==> config.mk <==
export PLATFORM = sky130hd
export DESIGN_NAME = ir_run_sampler
export DESIGN_NICKNAME = d
export VERILOG_FILES = /design/src/rtl/ir_run_sampler.sv
export SDC_FILE = /design/constraint.sdc
export NUM_CORES = 1
export LEC_CHECK = 0
export BUFFER_PORTS_ARGS = -buffer_cell sky130_fd_sc_hd__buf_2
export CELL_PAD_IN_SITES_DETAIL_PLACEMENT = 0
export CELL_PAD_IN_SITES_GLOBAL_PLACEMENT = 1
export CORE_AREA = 5 5 99 101
export CTS_BUF_LIST = sky130_fd_sc_hd__clkbuf_2 sky130_fd_sc_hd__clkbuf_4 sky130_fd_sc_hd__clkbuf_8
export DETAILED_ROUTE_END_ITERATION = 8
export DIE_AREA = 0 0 104 106
export GPL_TIMING_DRIVEN = 0
export HOLD_SLACK_MARGIN = 0.06
export PLACE_DENSITY = 0.58
export SETUP_SLACK_MARGIN = 0.4
export SLEW_MARGIN = 20
export SYNTH_ARGS = -nofsm -noshare
export SYNTH_HDL_FRONTEND = slang
export SYNTH_SLANG_ARGS = --single-unit
==> constraint.sdc <==
create_clock -name clk -period 5.6 [get_ports clk]
set_clock_uncertainty 0.2 [all_clocks]
set_input_delay 0 -clock clk [delete_from_list [all_inputs] [get_ports clk]]
set_output_delay 0 -clock clk [all_outputs]
set_load 0.02 [all_outputs]
==> src/rtl/ir_run_sampler.sv <==
module ir_run_sampler #(
  parameter int DIV   = 64,
  parameter int LEN_W = 7,
  parameter int NTH_W = 6,
  parameter int ITH_W = 8
) (
  input  logic             clk,
  input  logic             rst_n,
  input  logic             ir_in,
  input  logic             glb_en,
  input  logic             rx_en,
  input  logic [1:0]       mode,
  input  logic             invert,
  input  logic [ITH_W+7:0] cfg,
  output logic             push,
  output logic [LEN_W:0]   push_data,
  output logic             pkt_end
);
  localparam int PRE_W = $clog2(DIV);
  localparam logic [PRE_W-1:0] PRE_LAST = PRE_W'(DIV - 1);
  localparam logic [LEN_W-1:0] LEN_MAX  = '1;
  localparam logic [LEN_W-1:0] LEN_PEN  = LEN_MAX - 1'b1;
  localparam logic [1:0]       MODE_IR  = 2'b11;

  logic [1:0]       sync_q;
  logic [PRE_W-1:0] pre_q;
  logic             filt_q, filt_n;
  logic [NTH_W-1:0] gl_q, gl_n;
  logic             busy_q, busy_n;
  logic             lvl_q, lvl_n;
  logic [LEN_W-1:0] len_q, len_n;
  logic [ITH_W:0]   chunks_q, chunks_n;
  logic             emit, end_ev;
  logic [LEN_W:0]   edat;

  wire              act  = glb_en && rx_en && (mode == MODE_IR);
  wire              tick = act && (pre_q == PRE_LAST);
  wire              samp = sync_q[1] ^ invert;
  wire [NTH_W-1:0]  nthr = cfg[2 +: NTH_W];
  wire [ITH_W-1:0]  ithr = cfg[8 +: ITH_W];
  logic             cfg_unused;
  assign cfg_unused = ^cfg[1:0];

  always_ff @(posedge clk or negedge rst_n)
    if (!rst_n) sync_q <= '0;
    else        sync_q <= {sync_q[0], ir_in};

  always_ff @(posedge clk or negedge rst_n)
    if (!rst_n)         pre_q <= '0;
    else if (!act)      pre_q <= '0;
    else if (tick)      pre_q <= '0;
    else                pre_q <= pre_q + 1'b1;

  always_comb begin
    filt_n = filt_q;
    gl_n   = '0;
    if (samp != filt_q) begin
      if (gl_q == nthr) filt_n = samp;
      else              gl_n   = gl_q + 1'b1;
    end
  end

  always_comb begin
    emit     = 1'b0;
    end_ev   = 1'b0;
    edat     = {lvl_q, len_q};
    busy_n   = busy_q;
    lvl_n    = lvl_q;
    len_n    = len_q;
    chunks_n = chunks_q;
    if (!busy_q) begin
      if (filt_n) begin
        busy_n   = 1'b1;
        lvl_n    = 1'b1;
        len_n    = '0;
        chunks_n = '0;
      end
    end else if (filt_n != lvl_q) begin
      emit     = 1'b1;
      lvl_n    = filt_n;
      len_n    = '0;
      chunks_n = '0;
    end else if (!lvl_q && len_q == LEN_PEN && chunks_q == {1'b0, ithr}) begin
      end_ev = 1'b1;
      busy_n = 1'b0;
    end else if (len_q == LEN_MAX) begin
      emit     = 1'b1;
      len_n    = '0;
      chunks_n = chunks_q + 1'b1;
    end else begin
      len_n = len_q + 1'b1;
    end
  end

  always_ff @(posedge clk or negedge rst_n)
    if (!rst_n) begin
      filt_q   <= 1'b0;
      gl_q     <= '0;
      busy_q   <= 1'b0;
      lvl_q    <= 1'b0;
      len_q    <= '0;
      chunks_q <= '0;
    end else if (!act) begin
      filt_q   <= 1'b0;
      gl_q     <= '0;
      busy_q   <= 1'b0;
      lvl_q    <= 1'b0;
      len_q    <= '0;
      chunks_q <= '0;
    end else if (tick) begin
      filt_q   <= filt_n;
      gl_q     <= gl_n;
      busy_q   <= busy_n;
      lvl_q    <= lvl_n;
      len_q    <= len_n;
      chunks_q <= chunks_n;
    end

  always_ff @(posedge clk or negedge rst_n)
    if (!rst_n) begin
      push      <= 1'b0;
      pkt_end   <= 1'b0;
      push_data <= '0;
    end else begin
      push    <= tick && emit;
      pkt_end <= tick && end_ev;
      if (tick && emit) push_data <= edat;
    end
endmodule


After elaboration in Yosys (flattened, before gate mapping)
Index checks and enable logic that the tools add are counted.
{ "op_classes": {"addsub": 4, "eq_ne": 13, "mux": 42, "bitwise_logic": 1, "reduce_logical": 11} }
{ "op_table": {"columns": ["operator", "count"], "rows": [
  ["9-bit two-way mux", 7],
  ["7-bit two-way mux", 7],
  ["6-bit two-way mux", 6],
  ["1-bit two-way mux", 22],
  ["7-bit == test, second input constant", 2],
  ["6-bit by 1-bit adder with 6-bit output, second input constant", 2],
  ["9-bit by 1-bit adder with 9-bit output, second input constant", 1],
  ["9-bit by 8-bit == test with 1-bit output", 1],
  ["7-bit by 1-bit adder with 7-bit output, second input constant", 1],
  ["1-bit logical AND", 7],
  ["6-bit == test", 1],
  ["6-bit == test, second input constant", 1],
  ["3-bit AND reduction", 2],
  ["4-bit by 2-bit != test with 1-bit output, second input constant", 1],
  ["4-bit != test, second input constant", 1],
  ["4-bit AND reduction", 1],
  ["3-bit by 2-bit != test with 1-bit output, second input constant", 1],
  ["3-bit != test, second input constant", 1],
  ["2-bit == test, second input constant", 1],
  ["1-bit != test", 2],
  ["2-bit by 1-bit != test with 1-bit output, second input constant", 1],
  ["1-bit zero test", 1],
  ["1-bit XOR", 1]
]} }
{ "word_totals": {"ff_bits": 43, "output_inout_bits": 10, "wordCells": 82} }

Longest topological paths before layout
Gate-level depths: netlist of the first run.
{ "depth": {"word_depth": 8, "mapped_depth": 10} }

Worst setup path before layout of the first run
No wires, ideal clock.
{ "synth_timing": {"kind": "register to register", "from": "register len_q[0]", "to": "register chunks_q[1]", "setup_ns": 0.122, "t_arrival_ns": 1.990, "required_time_ns": 5.278, "path_slack_ns": 3.288, "stages_incl_launch_ff": 10, "n_path_buf": 1, "period_less_slack_ns": 2.312, "cell_sequence": "dfrtp_1 > inv_1 > ha_1 > nor4bb_1 > nand4_1 > nor4_2 > o221a_1 > buf_4 > nor2_1 > a32o_1"} }
{ "synth_between": {"elab_chain_cells": 5, "elab_cells_between_ends": 7, "classes_between": "4 x eq/ne; 3 x reduce/logical"} }
{ "synth_rtl": {"columns": ["element", "line", "rtl"], "rows": [
  ["from (decl)", "31", "logic [LEN_W-1:0] len_q, len_n;"],
  ["from (signal assigned)", "115", "len_q <= len_n;"],
  ["7-bit == test", "83", "end else if (!lvl_q && len_q == LEN_PEN && chunks_q == {1'b0, ithr}) begin"],
  ["1-bit logical AND (2 in series)", "83", null],
  ["4-bit != test (no line)", null, null],
  ["4-bit AND reduction (no line) *", null, null],
  ["to (signal assigned)", "116", "chunks_q <= chunks_n;"],
  ["to (decl)", "32", "logic [ITH_W:0] chunks_q, chunks_n;"]
]} }
Mark *: on every way between the ends. The rest lies on a longest branch, timed or not.
A chain may end at the register's enable or synchronous reset.

Worst setup path after layout of the first run
Same ends and word-level chain as after synthesis.

==> results of run 1 <==
-- logic make-up after synthesis --
family / count (synthesis) / synth area share (%)
AOI/OAI and AO/OA: 47 / 13.4
xor gates and xnor gates: 23 / 8.13
adders and majority gates: 5 / 2.53
buffers and inverters: 8 / 2.47
DFF: 43 / 43.4
muxes: 13 / 6.87
and+or+nand+nor: 103 / 23.1
-- per-layer routing --
layer  up-vias  routed length [µm]  global-route usage, %
met4         0                  67                   2.41
li1        972                   -                      -
met3         6                 225                   2.43
met1       925                2870                   14.1
met2        36                2650                   17.3
met5         -                   0                      0
-- per-stage QoR --
step | instance area (µm²) | hold WS (ns) | worst slack [ns] | instances | utilization (%)
2_1_floorplan | 2480 | -0.496 | 3.29 | 242 | -
3_3_place_gp | 2770 | -0.0806 | 2.65 | 384 | 31.0
3_5_place_dp | 2770 | -0.0785 | 2.64 | 384 | 31.0
4_1_cts | 3000 | 0.141 | 2.62 | 401 | 33.6
5_1_grt | 3000 | 0.0816 | 2.45 | 401 | 33.6
6_report | 3000 | 0.0312 | 2.67 | 401 | 33.6
-- worst max-delay path, cell delays in order, from the launching register on --
cell and delay (ns):
dfrtp_1 0.44, inv_1 0.08, ha_1 0.15, nor4bb_1 0.44, nand4_1 0.17, nor4_2 0.50
o221a_1 0.27, buf_4 0.17, nor2_1 0.10, a32o_1 0.28
-- layout by cell type (no fill, tap or decap), drive strengths merged, types with 4 or more instances in the layout --
cell type | netlist | routed
dfrtp | 43 | 43
nand2 | 35 | 35
buf | 4 | 35
nor2 | 17 | 17
xnor2 | 15 | 15
o21ai | 12 | 12
dlygate4sd3 | 0 | 9
nand3 | 9 | 9
a21oi | 9 | 9
xor2 | 8 | 8
mux2 | 8 | 8
nand4 | 7 | 7
and2 | 7 | 7
clkbuf | 1 | 6
mux2i | 5 | 5
ha | 5 | 5
o31ai | 4 | 4
or4b | 4 | 4
and4 | 4 | 4
-- power by group --
group	internal, µW	switching [µW]
registers	311	0.509
logic	15.6	19.7
clock network	178	118
-- sequential cells by signal, summed over array words and instances, names as in the netlist --
name and flops:
lvl_q 1, sync_q 2, chunks_q 9, len_q 7
push 1, filt_q 1, push_data 8, gl_q 6
pre_q 6, busy_q 1, pkt_end 1
-- path summary, 6_finish.rpt --
check	startpoint	endpoint	depth (start not counted)
max	len_q[0]$_DFFE_PN0P_	chunks_q[1]$_DFFE_PN0P_	9
min	rst_n	push_data[0]$_DFFE_PN0P_	2
max reg2reg	len_q[0]$_DFFE_PN0P_	chunks_q[1]$_DFFE_PN0P_	9
min reg2reg	sync_q[0]$_DFF_PN0_	sync_q[1]$_DFF_PN0_	0
max in group asynchronous	rst_n	pre_q[3]$_DFF_PN0_	2
min in group clk	invert	busy_q$_DFFE_PN0P_	5
-- final cells by class --
cell class              instances  share of cell area [%]
plain buffers                   6                    1.79
clock buffers                   5                    2.29
clock inverters                 3                    2.25
inverters                       2                   0.250
multi-input cells             191                    44.7
flip-flops and latches         43                    35.9
well taps                     111                    4.63
repair buffers                 40                    8.26
==> run metrics, run 1 <==
commonest cells in the netlist 43 x dfrtp_1, 33 x nand2_1, 17 x nor2_1; Register Area 1080 µm²; Site Rows 35; R2R Setup Slk 2.67 ns; DR vias 1939; initial antenna violation count 0; Post-Syn Instances 242; DR WL/cell 14.5 µm; Global Route Usage Sum 10.6%; Power, Total 643 µW; final hold violation count 0; TNS Setup 0 ns; DRT Pass-1 Iters 4; GPL Wtd Cong 0.765; syn_nets 271; CTS Buf Count 5; antenna diode count 0; vias in the first global route 1883; Post CTS Setup Buffer Count 0; fin. max-slew vios 0; RSZ-0062 raised after global routing no; max-cap violations 0; Final Net Count 318; pwr/cell area 214 nW/µm²; area of the multi-input gates 1340 µm²; sequential fraction of the synthesis area 43.4%; # DRC 0; Critical Path Sink Type flop; Detail Placement HPWL 4.19 mm; I/O Buffers 31; worst hold path class primary input to asynchronous set/reset pin; mapped cell area 2480 µm²; Core ar. 8930 µm²; asr flop ratio synth 100%; outcome finished clean; H-Tree Depth 2; Synth Flop Type dfrtp_1; share of cells above drive strength 1 22.1%; largest net degree at the start of global routing 44; number of gates given a new drive strength after cts 0; area delta synth->final 21.1%; Worst Path Arrival 2.92 ns; critical path type flop to flop; Synth area leaders dfrtp_1 43%, xnor2_1 5.3%, nand2_1 5.0%, mux2_4 4.8%, xor2_1 2.8%; most common cell in the netlist dfrtp_1; FILL cells 959; Tmin final 2.93 ns; slew at the pin closest to its max-slew limit 0.613 ns; clock sink count 43; first-pass GRT wire length 9.66 mm; CTS tree yes; drt first-iter violations 43; LEAKAGE 0.00128 µW; fin crit share 52.4%; Synth cell types 58; Slew headroom 59.1%; Via-to-Cell Ratio 4.84; initial core utilization 27.7%; startpoint types flop; Die Y 106 µm; maximum VDD drop 0.0000890 V; Die Width 104 µm; Crit Path Max Fanout 9; Seq cells post-synth 43; antenna-violating nets left 0; share of the synthesized area in the top cell type 43.4%; Worst Path Required 5.59 ns; Die Area 11000 µm²; Final setup viols 0; clock buffer depth 2; grt ovf 0; CTS Hold Buffers Added 9; root cell of the clock tree clkbuf_8; final wirelength 5.81 mm; Mean Syn Cell Area 10.2 µm²; clk slew on worst S/H paths 0.09 ns; Ports 34; Yosys warnings 0; Max Freq 341 MHz; Post-synth EDFFs 0; later-pin clock latency in the skew report 0.30 ns; largest area contributor in the netlist dfrtp_1
No activity file was read; power rests on OpenSTA's default activity.
==> run 2, diff against run 1 <==
--- a/config.mk
+++ b/config.mk
@@ -14,7 +14,7 @@
 export DIE_AREA = 0 0 104 106
 export GPL_TIMING_DRIVEN = 0
 export HOLD_SLACK_MARGIN = 0.06
-export PLACE_DENSITY = 0.58
+export PLACE_DENSITY = 0.6
 export SETUP_SLACK_MARGIN = 0.4
 export SLEW_MARGIN = 20
 export SYNTH_ARGS = -nofsm -noshare
==> constraint.sdc (replaced) <==
create_clock -name clk -period 2.41 [get_ports clk]
set_clock_uncertainty 0.2 [all_clocks]
set_input_delay 0 -clock clk [delete_from_list [all_inputs] [get_ports clk]]
set_output_delay 0 -clock clk [all_outputs]
set_load 0.02 [all_outputs]
==> run 2 against run 1 <==
Compared with the run above: critical path depth fell by 2; setup slack got worse by 2.6 ns; die area did not move; global-route usage rose by 0.47 points; combinational power rose to 2.7 times the previous value; sequential share of layout area fell by 2.2 points; first-iteration DRC count rose by 51%; clock-buffer cell count did not move; core utilization rose by 2.2 points; maximum frequency rose by 24%; via count rose by 3.5%; critical path type unchanged.
==> run metrics, run 2 (same netlist as run 1, synthesis figures left out) <==
fin crit share 97.9% (+45 points); Max Freq 424 MHz (+24%); Final Net Count 328 (+3.1%); drt first-iter violations 65 (+51%); root cell of the clock tree clkbuf_8; final hold violation count 0 (unchanged); final wirelength 5.96 mm (+2.6%); Via-to-Cell Ratio 4.88 (+0.99%); Final setup viols 0 (unchanged); R2R Path Start len_q[2]$_DFFE_PN0P_; fin. max-slew vios 0 (unchanged); antenna-violating nets left 0 (unchanged); Crit Path Max Fanout 9 (unchanged); Core ar. 8930 µm² (unchanged); LEAKAGE 0.00137 µW (+7.3%); DR vias 2007 (+3.5%); most frequent cells in the layout 42 x dfrtp_1, 30 x nand2_1, 30 x buf_2; outcome finished clean; DRT Pass-1 Iters 4 (unchanged); critical path type flop to flop; commonest non-fill, non-tap cell in the layout dfrtp_1; clock buffer depth 2 (unchanged); slew at the pin closest to its max-slew limit 0.565 ns (-0.0479 ns); Reg2Reg Depth 7 (-2); Detail Placement HPWL 4.32 mm (+3.0%); maximum VDD drop 0.000165 V (+85%); Die Area 11000 µm² (unchanged); Most flops, register chunks_q; largest net degree at the start of global routing 44 (unchanged); Worst Path Required 2.39 ns (-3.20 ns); # DRC 0 (unchanged); Setup WS post-layout 0.0516 ns (-2.62 ns); DR WL/cell 14.5 µm (+0.10%); Critical Path Sink Type flop; antenna diode count 0 (unchanged); Tmin final 2.36 ns (-0.574 ns); grt ovf 0 (unchanged); Die Y 106 µm (unchanged); clock sink count 43 (unchanged); share of cells above drive strength 1 31.7% (+9.6 points); GPL Wtd Cong 0.779 (+1.9%); later-pin clock latency in the skew report 0.29 ns (about the same); placed instance area 2840 µm² (+2.3%); R2R Path End push_data[1]$_DFFE_PN0P_; Die Width 104 µm (unchanged); R2R Setup Slk 0.05 ns (-2.62 ns); max-cap violations 0 (unchanged); Ports 34 (unchanged); pwr/cell area 398 nW/µm² (+86%); RSZ-0062 raised after global routing yes; initial core utilization 27.7% (unchanged); Global Route Usage Sum 11.0% (+0.47 points); H-Tree Depth 2 (unchanged); first-pass GRT wire length 10.1 mm (+4.5%); pre-CTS setup slack -0.145 ns (-2.79 ns); vias in the first global route 2015 (+7.0%); CTS Buf Count 5 (unchanged); initial antenna violation count 0 (unchanged); post-route cell area 3200 µm² (+6.6%); I/O Buffers 31 (unchanged); Site Rows 35 (unchanged); Worst Path Arrival 2.34 ns (-0.58 ns); Slew headroom 62.3% (+3.2 points); biggest regs chunks_q x9, push_data x8, len_q x7; CTS tree yes; worst hold path class primary input to asynchronous set/reset pin; clk slew on worst S/H paths 0.09 ns (about the same); Finished Core Util 35.8% (+2.2 points); startpoint types flop; area delta synth->final 29.1%; max FFs per register 9 (unchanged)
==> run 2: cell types whose count changed in the layout (fill, tap and decap cells not counted), moves of 3 or more <==
cell,before,now
xnor2_2,0,5
xnor2_1,15,10
o21ai_1,2,6
buf_4,4,10
o21ai_0,10,6
clkinv_2,0,3
buf_6,1,4
nand2_1,33,30
==> run 2: critical path, stage by stage, from the launching register on <==
cell,delay [ns]
dfrtp_1,0.49
and4_4,0.32
nand3_2,0.07
or4_4,0.56
nand2_4,0.11
a21oi_4,0.06
buf_12,0.15
mux2_4,0.29
==> run 2: cell type report <==
| class | count | area [µm²] |
|---|---|---|
| clock inverters | 3 | 15.0 |
| flip-flops and latches | 43 | 1080 |
| inverters | 2 | 7.51 |
| well taps | 111 | 139 |
| plain buffers | 6 | 71.3 |
| fillers | 927 | 5740 |
| clock buffers | 5 | 68.8 |
| repair buffers | 50 | 340 |
| multi-input cells | 191 | 1480 |
==> run 2: stage by stage <==
stage                     instances  setup TNS (ns)  hold WS [ns]  power (µW)
after floorplan                 242               0        -0.496         773
after global placement          384           -1.51       -0.0900         815
after detailed placement        384           -1.59       -0.0898         816
after CTS                       406               0        0.0624        1290
after global routing            411          -0.503         0.103        1330
final                           411               0        0.0367        1270
==> run 2: report_power, final <==
part / internal (µW) / leakage [µW] / switching [µW]
clock: 199 / 0.0000477 / 253
sequential: 723 / 0.000595 / 1.73
combinational: 43.4 / 0.000733 / 51.4
total: 965 / 0.00137 / 306
==> run 2: worst max-delay path by stage <==
stage | start | end | slack (ns) | cells after the start
2_1_floorplan | len_q[0]$_DFFE_PN0P_ | push_data[0]$_DFFE_PN0P_ | 0.18 | 8
6_report | len_q[2]$_DFFE_PN0P_ | push_data[1]$_DFFE_PN0P_ | 0.05 | 7
5_1_grt | len_q[0]$_DFFE_PN0P_ | push_data[7]$_DFFE_PN0P_ | -0.05 | 9
3_5_place_dp | len_q[0]$_DFFE_PN0P_ | chunks_q[1]$_DFFE_PN0P_ | -0.14 | 9
4_1_cts | len_q[0]$_DFFE_PN0P_ | chunks_q[6]$_DFFE_PN0P_ | 0.007 | 10
3_3_place_gp | len_q[0]$_DFFE_PN0P_ | chunks_q[1]$_DFFE_PN0P_ | -0.14 | 9
==> run 2: per-layer routing <==
layer,track usage (%),routed length (µm),up-vias
met5,0,0,-
met4,3.05,46,0
met3,2.49,291,5
met2,19.2,2990,49
met1,13.7,2630,958
li1,-,-,995
==> run 2: repair_timing <==
action	4_1_cts	5_1_grt
setup buffers	6	5
hold buffers	8	0
pin swaps	8	5
endpoints found under the setup margin	29	31
resized for setup	5	17
endpoints found under the hold margin	50	0
